[src/rtl/regbank_pkg.sv]
package regbank_pkg;
    localparam int DW = 8;
    localparam int AW = 8;

    typedef logic [DW-1:0] byte_t;
    typedef logic [AW-1:0] addr_t;

    localparam addr_t A_CTRL = 8'h00;
    localparam addr_t A_MASK = 8'h01;
    localparam addr_t A_FLAG = 8'h02;
    localparam addr_t A_STAT = 8'h03;
    localparam addr_t A_FIFO = 8'h43;

    localparam int CB_GO    = 0;
    localparam int CB_PURGE = 1;
    localparam int CB_SRST  = 2;
    localparam int CB_GMASK = 5;
endpackage

[src/rtl/rb_sync_fifo.sv]
module rb_sync_fifo #(
    parameter int W     = 8,
    parameter int DEPTH = 8
) (
    input  logic         clk,
    input  logic         rst_n,
    input  logic         flush,
    input  logic         push,
    input  logic [W-1:0] push_data,
    input  logic         pop,
    output logic [W-1:0] head,
    output logic         empty,
    output logic         full
);
    localparam int PW = (DEPTH > 1) ? $clog2(DEPTH) : 1;
    localparam int CW = $clog2(DEPTH + 1);

    typedef struct packed {
        logic [DEPTH-1:0][W-1:0] mem;
        logic [PW-1:0]           wp;
        logic [PW-1:0]           rp;
        logic [CW-1:0]           cnt;
    } fifo_st_t;

    fifo_st_t st_q, st_d;
    logic do_push, do_pop;

    function automatic logic [PW-1:0] nxt(input logic [PW-1:0] p);
        return (p == PW'(DEPTH - 1)) ? '0 : p + PW'(1);
    endfunction

    assign empty = (st_q.cnt == '0);
    assign full  = (st_q.cnt == CW'(DEPTH));
    assign head  = st_q.mem[st_q.rp];

    always_comb begin
        st_d    = st_q;
        do_push = push && !full;
        do_pop  = pop && !empty;
        if (do_push) begin
            st_d.mem[st_q.wp] = push_data;
            st_d.wp = nxt(st_q.wp);
        end
        if (do_pop) begin
            st_d.rp = nxt(st_q.rp);
        end
        case ({do_push, do_pop})
            2'b10:   st_d.cnt = st_q.cnt + CW'(1);
            2'b01:   st_d.cnt = st_q.cnt - CW'(1);
            default: st_d.cnt = st_q.cnt;
        endcase
        if (flush) begin
            st_d.wp  = '0;
            st_d.rp  = '0;
            st_d.cnt = '0;
        end
    end

    always_ff @(posedge clk or negedge rst_n) begin
        if (!rst_n) begin
            st_q <= '0;
        end else begin
            st_q <= st_d;
        end
    end
endmodule

[src/rtl/rb_evt_latch.sv]
module rb_evt_latch #(
    parameter int N = 8
) (
    input  logic         clk,
    input  logic         rst_n,
    input  logic         clr_all,
    input  logic         rd_clr,
    input  logic [N-1:0] evt,
    output logic [N-1:0] flags
);
    typedef struct packed {
        logic [N-1:0] flg;
    } evt_st_t;

    evt_st_t st_q, st_d;

    assign flags = st_q.flg;

    always_comb begin
        st_d = st_q;
        if (rd_clr) begin
            st_d.flg = '0;
        end
        // a pulse in the clearing cycle is merged after the clear
        st_d.flg = st_d.flg | evt;
        if (clr_all) begin
            st_d.flg = '0;
        end
    end

    always_ff @(posedge clk or negedge rst_n) begin
        if (!rst_n) begin
            st_q <= '0;
        end else begin
            st_q <= st_d;
        end
    end
endmodule

[src/rtl/rb_addr_ptr.sv]
module rb_addr_ptr
    import regbank_pkg::*;
#(
    parameter addr_t HOLD_ADDR = A_FIFO
) (
    input  logic  clk,
    input  logic  rst_n,
    input  logic  ld,
    input  addr_t ld_addr,
    input  logic  access,
    output addr_t eff_addr,
    output addr_t ptr
);
    typedef struct packed {
        addr_t p;
    } ptr_st_t;

    ptr_st_t st_q, st_d;

    assign eff_addr = ld ? ld_addr : st_q.p;
    assign ptr      = st_q.p;

    always_comb begin
        st_d   = st_q;
        st_d.p = eff_addr;
        if (access && (eff_addr != HOLD_ADDR)) begin
            st_d.p = eff_addr + addr_t'(1);
        end
    end

    always_ff @(posedge clk or negedge rst_n) begin
        if (!rst_n) begin
            st_q <= '0;
        end else begin
            st_q <= st_d;
        end
    end
endmodule

[src/rtl/hc_regbank.sv]
module hc_regbank
    import regbank_pkg::*;
#(
    parameter int N_EVT    = 8,
    parameter int TX_DEPTH = 8,
    parameter int RX_DEPTH = 8
) (
    input  logic             clk,
    input  logic             rst_n,
    input  logic             host_addr_ld,
    input  logic [AW-1:0]    host_addr,
    input  logic             host_wr,
    input  logic             host_rd,
    input  logic [DW-1:0]    host_wdata,
    output logic [DW-1:0]    host_rdata,
    input  logic [N_EVT-1:0] evt_in,
    output logic             irq_n,
    output logic             tx_start,
    input  logic             tx_pop,
    output logic             tx_avail,
    output logic [DW-1:0]    tx_byte,
    input  logic             rx_push,
    input  logic [DW-1:0]    rx_byte
);
    typedef struct packed {
        logic             glb;
        logic [N_EVT-1:0] mask;
        logic             ovf;
        byte_t            rdata;
        logic             go;
    } top_st_t;

    localparam top_st_t ST_RST = '{glb: 1'b0, mask: '0, ovf: 1'b0,
                                   rdata: '0, go: 1'b0};

    top_st_t st_q, st_d;

    addr_t            eff_addr, ptr_q;
    logic             access;
    logic             wr_ctrl, soft_rst, purge;
    logic             tx_push, rx_pop, flag_rd;
    logic [N_EVT-1:0] flags;
    logic             tx_empty, tx_full, rx_empty, rx_full;
    byte_t            rx_head, stat_val, rd_val;
    logic             ovf_q, glb_mask;

    assign access = host_wr | host_rd;

    rb_addr_ptr #(.HOLD_ADDR(A_FIFO)) u_ptr (
        .clk      (clk),
        .rst_n    (rst_n),
        .ld       (host_addr_ld),
        .ld_addr  (host_addr),
        .access   (access),
        .eff_addr (eff_addr),
        .ptr      (ptr_q)
    );

    always_comb begin
        wr_ctrl  = host_wr && (eff_addr == A_CTRL);
        soft_rst = wr_ctrl && host_wdata[CB_SRST];
        purge    = (wr_ctrl && host_wdata[CB_PURGE]) || soft_rst;
        tx_push  = host_wr && (eff_addr == A_FIFO);
        rx_pop   = host_rd && (eff_addr == A_FIFO) && !soft_rst;
        flag_rd  = host_rd && (eff_addr == A_FLAG);
    end

    rb_evt_latch #(.N(N_EVT)) u_evt (
        .clk     (clk),
        .rst_n   (rst_n),
        .clr_all (soft_rst),
        .rd_clr  (flag_rd),
        .evt     (evt_in),
        .flags   (flags)
    );

    rb_sync_fifo #(.W(DW), .DEPTH(TX_DEPTH)) u_txq (
        .clk       (clk),
        .rst_n     (rst_n),
        .flush     (purge),
        .push      (tx_push),
        .push_data (host_wdata),
        .pop       (tx_pop),
        .head      (tx_byte),
        .empty     (tx_empty),
        .full      (tx_full)
    );

    rb_sync_fifo #(.W(DW), .DEPTH(RX_DEPTH)) u_rxq (
        .clk       (clk),
        .rst_n     (rst_n),
        .flush     (soft_rst),
        .push      (rx_push),
        .push_data (rx_byte),
        .pop       (rx_pop),
        .head      (rx_head),
        .empty     (rx_empty),
        .full      (rx_full)
    );

    always_comb begin
        stat_val = {2'b00, rx_empty, rx_full, tx_empty, tx_full, 1'b0, st_q.ovf};
        case (eff_addr)
            A_CTRL:  rd_val = byte_t'({st_q.glb, 5'b00000});
            A_MASK:  rd_val = byte_t'(st_q.mask);
            A_FLAG:  rd_val = byte_t'(flags);
            A_STAT:  rd_val = stat_val;
            A_FIFO:  rd_val = rx_empty ? '0 : rx_head;
            default: rd_val = '0;
        endcase
    end

    always_comb begin
        st_d    = st_q;
        st_d.go = 1'b0;
        if (host_rd) begin
            st_d.rdata = rd_val;
        end
        if (host_wr && (eff_addr == A_MASK)) begin
            st_d.mask = host_wdata[N_EVT-1:0];
        end
        if (wr_ctrl) begin
            st_d.glb = host_wdata[CB_GMASK];
            st_d.go  = host_wdata[CB_GO];
        end
        if (tx_push && tx_full) begin
            st_d.ovf = 1'b1;
        end
        if (purge) begin
            st_d.ovf = 1'b0;
        end
        if (soft_rst) begin
            st_d = ST_RST;
        end
    end

    always_ff @(posedge clk or negedge rst_n) begin
        if (!rst_n) begin
            st_q <= ST_RST;
        end else begin
            st_q <= st_d;
        end
    end

    assign ovf_q      = st_q.ovf;
    assign glb_mask   = st_q.glb;
    assign host_rdata = st_q.rdata;
    assign tx_start   = st_q.go;
    assign tx_avail   = !tx_empty;
    assign irq_n      = !((|(flags & ~st_q.mask)) && !st_q.glb);
endmodule

[config.mk]
export PLATFORM = sky130hd
export DESIGN_NAME = hc_regbank
export DESIGN_NICKNAME = d
export VERILOG_FILES = /design/src/rtl/regbank_pkg.sv /design/src/rtl/rb_sync_fifo.sv /design/src/rtl/rb_evt_latch.sv /design/src/rtl/rb_addr_ptr.sv /design/src/rtl/hc_regbank.sv
export SDC_FILE = /design/constraint.sdc
export NUM_CORES = 1
export LEC_CHECK = 0
export CELL_PAD_IN_SITES_DETAIL_PLACEMENT = 1
export CELL_PAD_IN_SITES_GLOBAL_PLACEMENT = 1
export CORE_MARGIN = 1
export CORE_UTILIZATION = 50
export DETAILED_ROUTE_END_ITERATION = 8
export GPL_TIMING_DRIVEN = 0
export PLACE_DENSITY = 0.88
export SKIP_CTS_REPAIR_TIMING = 1
export SYNTH_ARGS = -nofsm -noshare
export SYNTH_HDL_FRONTEND = slang
export SYNTH_HIERARCHICAL = 1
export SYNTH_SLANG_ARGS = --single-unit
[constraint.sdc]
create_clock -name clk -period 4.6 [get_ports clk]
set_input_delay 1.15 -clock clk [delete_from_list [all_inputs] [get_ports clk]]
set_output_delay 1.15 -clock clk [all_outputs]
set_load 0.1 [all_outputs]
==> reports/metrics.yaml, run 1 <==
cts:
  cts_buffers: 17
  clockBufferDepth: 2
  cts_root_buffer: "clkbuf_16"
  clk_pin_slew_worst_paths_ns: 0.07
  clock-sinks: 183
  cts_tree: "built"
  clock_latency_ns: 0.44
  cts_max_level: 4
critical_path:
  path_class: "in2reg"
  worst-r2r-setup-slack_ns: 0.94
  path_delay_family: "simple AND/OR/NAND/NOR gates"
  critPathSlowestCell: "or4_1"
  max_stage_delay_ns: 0.51
  crit_path_start_kind: "primary input"
  timing.critical_path.cells: "clkdlybuf4s50_1, mux2i_4, inv_1, or4_1, buf_4, nor2_4, and3_4, buf_6, o31a_1, nor2_1, ha_1, o21ai_2, or4b_1, a2111o_1, a21oi_2"
  worstPathRequired_ns: 4.97
  r2r_start: "u_ptr/ptr[3]"
  cp.buffers_inverters: 4
  r2r_end: "u_txq/st_q[3]"
  end_kind: "flop"
  r2r_cells: 14
  worstPathMaxFanout: 9
  cp.arrival_ns: 4.80
pwr:
  peakVddDrop_v: 0.0003078
  netSwitchingFraction_pct: 33.36
  leakagePower_nw: 5.267
  switchingPower_mw: 1.856
  power_frac_clock_pct: 26.0
  finalPower_mw: 5.565
  power_frac_comb_pct: 32.8
  cell_internal_pwr_mw: 3.708
  power_density_mw_per_mm2: 507.6
  p_seq_share_pct: 41.2
timing:
  fin_hold_ws_ns: 0.4958
  worst_slew_pin_slew_ns: 1.001
  fmaxAchievable_ghz: 0.2259
  report.final.slew_viol_count: 0
  hold_violations: 0
  finalCritPeriodShare_pct: 96.23
  setup_viol: 0
  clock_skew_ns: 0.006445
  max-slew-margin-rel_pct: 33.13
  fin_setup_tns_ns: 0
  final.min_clock_period_ns: 4.427
  timing.final.ws_setup_ns: 0.1732
layout:
  drive_gt1_share_pct: 36.71
  fin_util_pct: 60.21
  seq_area_mm2: 0.004579
  fin_cells: 1019
  synthToLayoutAreaGrowth_pct: 16.64
  final_net_count: 830
  n_antenna_cell: 0
  multiInputGateArea_mm2: 0.004498
  fillCellCount: 1729
  final_cell_area_mm2: 0.01096
die:
  core_area_mm2: 0.01821
  initial_core_util_pct: 51.62
  ios: 58
  die_y_um: 139.1
  fp.dieW_um: 139.1
  die_area_mm2: 0.01935
  num_rows: 49
route:
  wl_per_cell_um: 25.09
  drt_first_pass_iters: 9
  routed_wl_mm: 25.57
  drc: 2
  drt_first_iter_violations: 498
  num_vias: 6331
  ant_nets: 0
  via_per_inst: 6.213
placed_design:
  place_area_mm2: 0.01030
  io_buffer_count: 57
  gp_congestion: 0.8527
  dp_slack_ns: -1.030
  dpl.cell_count: 983
  place_hpwl_mm: 16.55
global_route:
  overflow: 0
  antenna_found_initial: 1
  grt_max_degree: 124
  grt_first_pass_wirelength_mm: 41.17
  grt_pass1_vias: 7185
  grtUsageTotal_pct: 28.23
hold_path:
  worstHoldPathType: "reg2reg"
  worstHoldEndpoint: "u_rxq/st_q[64]"
  min_from: "u_rxq/st_q[64]"
  whs_path_depth: 1
synthesis:
  ys_ff_latch: 183
  synth_nets: 749
  synth.most_common_cell: "dfrtp_1"
  syn_area_per_cell_um2: 13.50
  synth_top_cell_by_area: "dfrtp_1"
  seq_area_frac_synth_pct: 48.72
  synth_ff_type: "dfrtp_1"
  yosysWarningCount: 6
  syn_area_mm2: 0.009399
  synth_common_cells: "dfrtp_1 (183), mux2_2 (147), mux4_2 (33)"
  synth_top_area_share_pct: 48.72
  synthArstFlopShare_pct: 100.0
  synthCells: 696
  synth.area.top_cells: "dfrtp_1 (49%), mux2_2 (18%), mux4_2 (7.9%)"
  synth_edf_count: 0
  yosysUniqueCellTypes: 81
outcome:
  violations: "DRC"
  status: "finished, violations left"
run:
  drv_cap: 0
==> how the worst max path moves through the flow <==
stage / start / to / slack (ns) / cells after the start
2_1_floorplan: host_addr_ld / u_txq/st_q[3] / 0.08 / 14
5_1_grt: host_addr[2] / u_txq/st_q[3] / -0.006 / 15
4_1_cts: host_addr_ld / u_txq/st_q[3] / -0.60 / 15
6_report: host_addr[2] / u_txq/st_q[3] / 0.17 / 15
3_3_place_gp: rst_n / u_txq/st_q[13] / -4.57 / 1
3_5_place_dp: host_addr_ld / u_txq/st_q[3] / -1.03 / 15
==> kinds of logic after synthesis <==
logic type      synth area share, %
simple gates                  10.26
mux                           27.82
buf+inv                       3.847
fa+ha+maj                     1.944
compound gates                6.563
flops                         48.72
xor+xnor                     0.8387
==> final cells by class <==
type	count	area share, %
Buffer	40	2.305
Clock buffer	26	4.645
Clock inverter	6	0.5935
Inverter	32	1.107
Multi-Input combinational cell	441	41.03
Sequential cell	183	41.77
Tap cell	229	2.614
Timing Repair Buffer	62	5.935
==> layout by cell type, fill, tap and decap left out, types with 10 or more instances in the layout <==
cell type        synthesis  routed
a21oi_1                 19      19
buf_4                   11      16
clkbuf_1                 9      10
clkbuf_16                0      17
clkdlybuf4s50_1          0      46
dfrtp_1                183     183
ha_1                    13      13
inv_1                   31      31
mux2_2                 147     147
mux2i_1                 16      14
mux4_2                  33      33
nand2_1                 25      25
nor2_1                  26      25
==> sequential cells by signal, summed over array words and instances (netlist names) <==
signal	count
u_rxq/st_q	74
tx_start	1
ovf_q	1
u_evt/flags	8
st_q	8
glb_mask	1
u_txq/st_q	74
u_ptr/ptr	8
host_rdata	8
==> power by group through the flow <==
stage                     Clock, mW  Sequential [mW]  Combinational [mW]
after floorplan                   0             2.19                1.34
after global placement            0             2.24                1.65
after detailed placement          0             2.29                1.76
after CTS                      1.46             2.29                1.81
after global routing           1.52             2.34                1.96
final                          1.44             2.29                1.83
==> metal layers <==
layer / track usage, % / share of wire [%]
met5: 0 / 0
met4: 11.58 / 2.8
met3: 5.041 / 3.6
met2: 49.63 / 53
met1: 34.37 / 41
Power figures use the tool's default switching activity.
==> run 2, diff against run 1 <==
--- a/config.mk
+++ b/config.mk
@@ -12,6 +12,8 @@
 export DETAILED_ROUTE_END_ITERATION = 8
 export GPL_TIMING_DRIVEN = 0
 export PLACE_DENSITY = 0.88
+export RECOVER_POWER = 50
+export SETUP_SLACK_MARGIN = 0.2
 export SKIP_CTS_REPAIR_TIMING = 1
 export SYNTH_ARGS = -nofsm -noshare
 export SYNTH_HDL_FRONTEND = slang
==> reports/metrics.yaml, run 2 (synthesis gave the netlist of run 1 again) <==
layout:
  top_regs: "u_rxq/st_q (74), u_txq/st_q (74)"  # unchanged
  final_net_count: 833  # was 830
  drive_gt1_share_pct: 36.87  # was 36.71%
  fin_util_pct: 60.25  # was 60.21%
  layout_common_cells: "dfrtp_1 (183), mux2_2 (146), clkdlybuf4s50_1 (43), mux4_2 (33), inv_1 (31)"  # was dfrtp_1 (183), mux2_2 (147), clkdlybuf4s50_1 (46), mux4_2 (33), inv_1 (31)
  synthToLayoutAreaGrowth_pct: 16.72  # was 16.64%
  fillCellCount: 1749  # was 1729
  n_antenna_cell: 0  # unchanged
  layout_commonest_cell: "dfrtp_1"  # unchanged
timing:
  fin_setup_tns_ns: 0  # unchanged
  hold_violations: 0  # unchanged
  fin_hold_ws_ns: 0.5052  # was 0.4958 ns
  max-slew-margin-rel_pct: -90.58  # was 33.13%
  rsz0062_at_grt: "yes"
  clock_skew_ns: 0.009160  # was 0.006445 ns
  worst_slew_pin_slew_ns: 2.859  # was 1.001 ns
  setup_viol: 0  # unchanged
  finalCritPeriodShare_pct: 96.25  # was 96.23%
  report.final.slew_viol_count: 55  # was 0
  fmaxAchievable_ghz: 0.2259  # about the same
  final.min_clock_period_ns: 4.428  # was 4.427 ns
die:
  die_area_mm2: 0.01935  # unchanged
  die_y_um: 139.1  # unchanged
  ios: 58  # unchanged
  initial_core_util_pct: 51.62  # unchanged
  fp.dieW_um: 139.1  # unchanged
  num_rows: 49  # unchanged
  core_area_mm2: 0.01821  # unchanged
global_route:
  antenna_found_initial: 0  # was 1
  grt_first_pass_wirelength_mm: 39.89  # was 41.17 mm
  use_met2_pct: 47.08  # was 49.63%
  use_met1_pct: 34.35  # was 34.37%
  overflow: 0  # unchanged
  grt_max_degree: 131  # was 124
  grt_busiest_layer: "met2"  # unchanged
  grtUsageTotal_pct: 27.14  # was 28.23%
  grt.met3_usage_pct: 4.075  # was 5.041%
  grt_pass1_vias: 7101  # was 7185
critical_path:
  cp.buffers_inverters: 3  # was 4
  crit_path_start_kind: "primary input"  # unchanged
  timing.critical_path.cells: "clkdlybuf4s50_1, mux2_4, or4_1, buf_4, nor2_4, and3_4, clkbuf_8, o31a_1, nor2_1, ha_1, o21ai_2, or4b_1, a2111o_1, a21oi_2"  # was clkdlybuf4s50_1, mux2i_4, inv_1, or4_1, buf_4, nor2_4, and3_4, buf_6, o31a_1, nor2_1, ha_1, o21ai_2, or4b_1, a2111o_1, a21oi_2
  path_class: "in2reg"  # unchanged
  worstPathRequired_ns: 4.95  # was 4.97 ns
  cp.arrival_ns: 4.78  # was 4.80 ns
  worst-r2r-setup-slack_ns: 0.84  # was 0.94 ns
  r2r_cells: 14  # unchanged
  end_kind: "flop"  # unchanged
  worstPathMaxFanout: 9  # unchanged
  max_stage_delay_ns: 0.48  # was 0.51 ns
  r2r_end: "u_txq/st_q[3]"  # unchanged
  critPathSlowestCell: "or4_1"  # unchanged
  path_delay_family: "simple AND/OR/NAND/NOR gates"  # unchanged
  r2r_start: "u_ptr/ptr[3]"  # unchanged
route:
  routed_wl_mm: 24.64  # was 25.57 mm
  ant_nets: 0  # unchanged
  drt_first_iter_violations: 374  # was 498
  wl_per_cell_um: 24.13  # was 25.09 um
  drt_first_pass_iters: 9  # unchanged
  num_vias: 6260  # was 6331
  via_per_inst: 6.131  # was 6.213
  drc: 4  # was 2
hold_path:
  worstHoldEndpoint: "u_rxq/st_q[26]"  # was u_rxq/st_q[64]
  whs_path_depth: 1  # unchanged
  worstHoldPathType: "reg2reg"  # unchanged
  min_from: "u_rxq/st_q[26]"  # was u_rxq/st_q[64]
outcome:
  violations: "DRC, capacitance limit, slew limit"  # was DRC
  status: "finished, violations left"  # unchanged
cts:
  cts_buffers: 17  # unchanged
  clockBufferDepth: 2  # unchanged
  cts_tree: "built"  # unchanged
  cts_root_buffer: "clkbuf_16"  # unchanged
  clk_pin_slew_worst_paths_ns: 0.06  # was 0.07 ns
  clock-sinks: 183  # unchanged
  clock_latency_ns: 0.43  # was 0.44 ns
  cts_max_level: 4  # unchanged
placed_design:
  place_hpwl_mm: 16.91  # was 16.55 mm
  gp_congestion: 0.8905  # was 0.8527
  io_buffer_count: 57  # unchanged
pwr:
  finalPower_mw: 5.572  # was 5.565 mW
  power_density_mw_per_mm2: 507.9  # was 507.6 mW/mm2
  peakVddDrop_v: 0.0003219  # was 0.0003078 V
  leakagePower_nw: 5.276  # was 5.267 nW
run:
  drv_cap: 1  # was 0
## run 2: cell count changes in the layout (fill, tap and decap cells not counted), sizes merged
cell	before	now
buf	37	38
bufinv	1	3
clkbuf	36	31
clkdlybuf4s50	46	43
clkinv	5	7
dlygate4sd3	0	2
dlymetal6s2s	9	10
inv	31	33
## run 2: worst max path at each step
stage / startpoint / end / slack (ns) / cells past startpoint
after floorplan: host_addr_ld / u_txq/st_q[3] / 0.20 / 15
after global placement: rst_n / u_txq/st_q[12] / -4.60 / 1
after detailed placement: host_addr_ld / u_txq/st_q[3] / -0.80 / 15
after CTS: host_addr_ld / u_txq/st_q[3] / -0.40 / 15
after global routing: host_addr_ld / u_txq/st_q[3] / 0.02 / 17
final: host_addr[5] / u_txq/st_q[3] / 0.17 / 14
## run 2: per-stage QoR
step | area (um2) | instances | worst slack [ns]
finish | 10970 | 1021 | 0.1724
floorplan | 9430 | 696 | 0.2030
detailed placement | 10320 | 983 | -0.8003
global route | 10970 | 1021 | 0.02274
CTS | 10910 | 1014 | -0.3974
global placement | 10290 | 982 | -4.604
## run 2: layout make-up
| class | count | area (um2) | share of cell area, % |
|---|---|---|---|
| Buffer | 40 | 254.0 | 2.315 |
| Clock buffer | 19 | 442.9 | 4.037 |
| Clock inverter | 12 | 151.4 | 1.380 |
| Inverter | 32 | 121.4 | 1.106 |
| Multi-Input combinational cell | 441 | 4487 | 40.90 |
| Sequential cell | 183 | 4579 | 41.74 |
| Tap cell | 229 | 286.5 | 2.612 |
| Timing Repair Buffer | 65 | 648.1 | 5.908 |
## run 2: layer usage
metal	wire length, um	vias up
met1	10450	3345
met4	687	0
met3	672	47
met2	12830	123
li1	-	2745
met5	0	-
## run 2: power by group
group / total, mW / leakage (nW) / switching (mW) / internal (mW)
Clock: 1.48 / 0.295 / 0.618 / 0.867
Sequential: 2.29 / 2.34 / 0.287 / 2.00
Combinational: 1.80 / 2.64 / 0.916 / 0.882
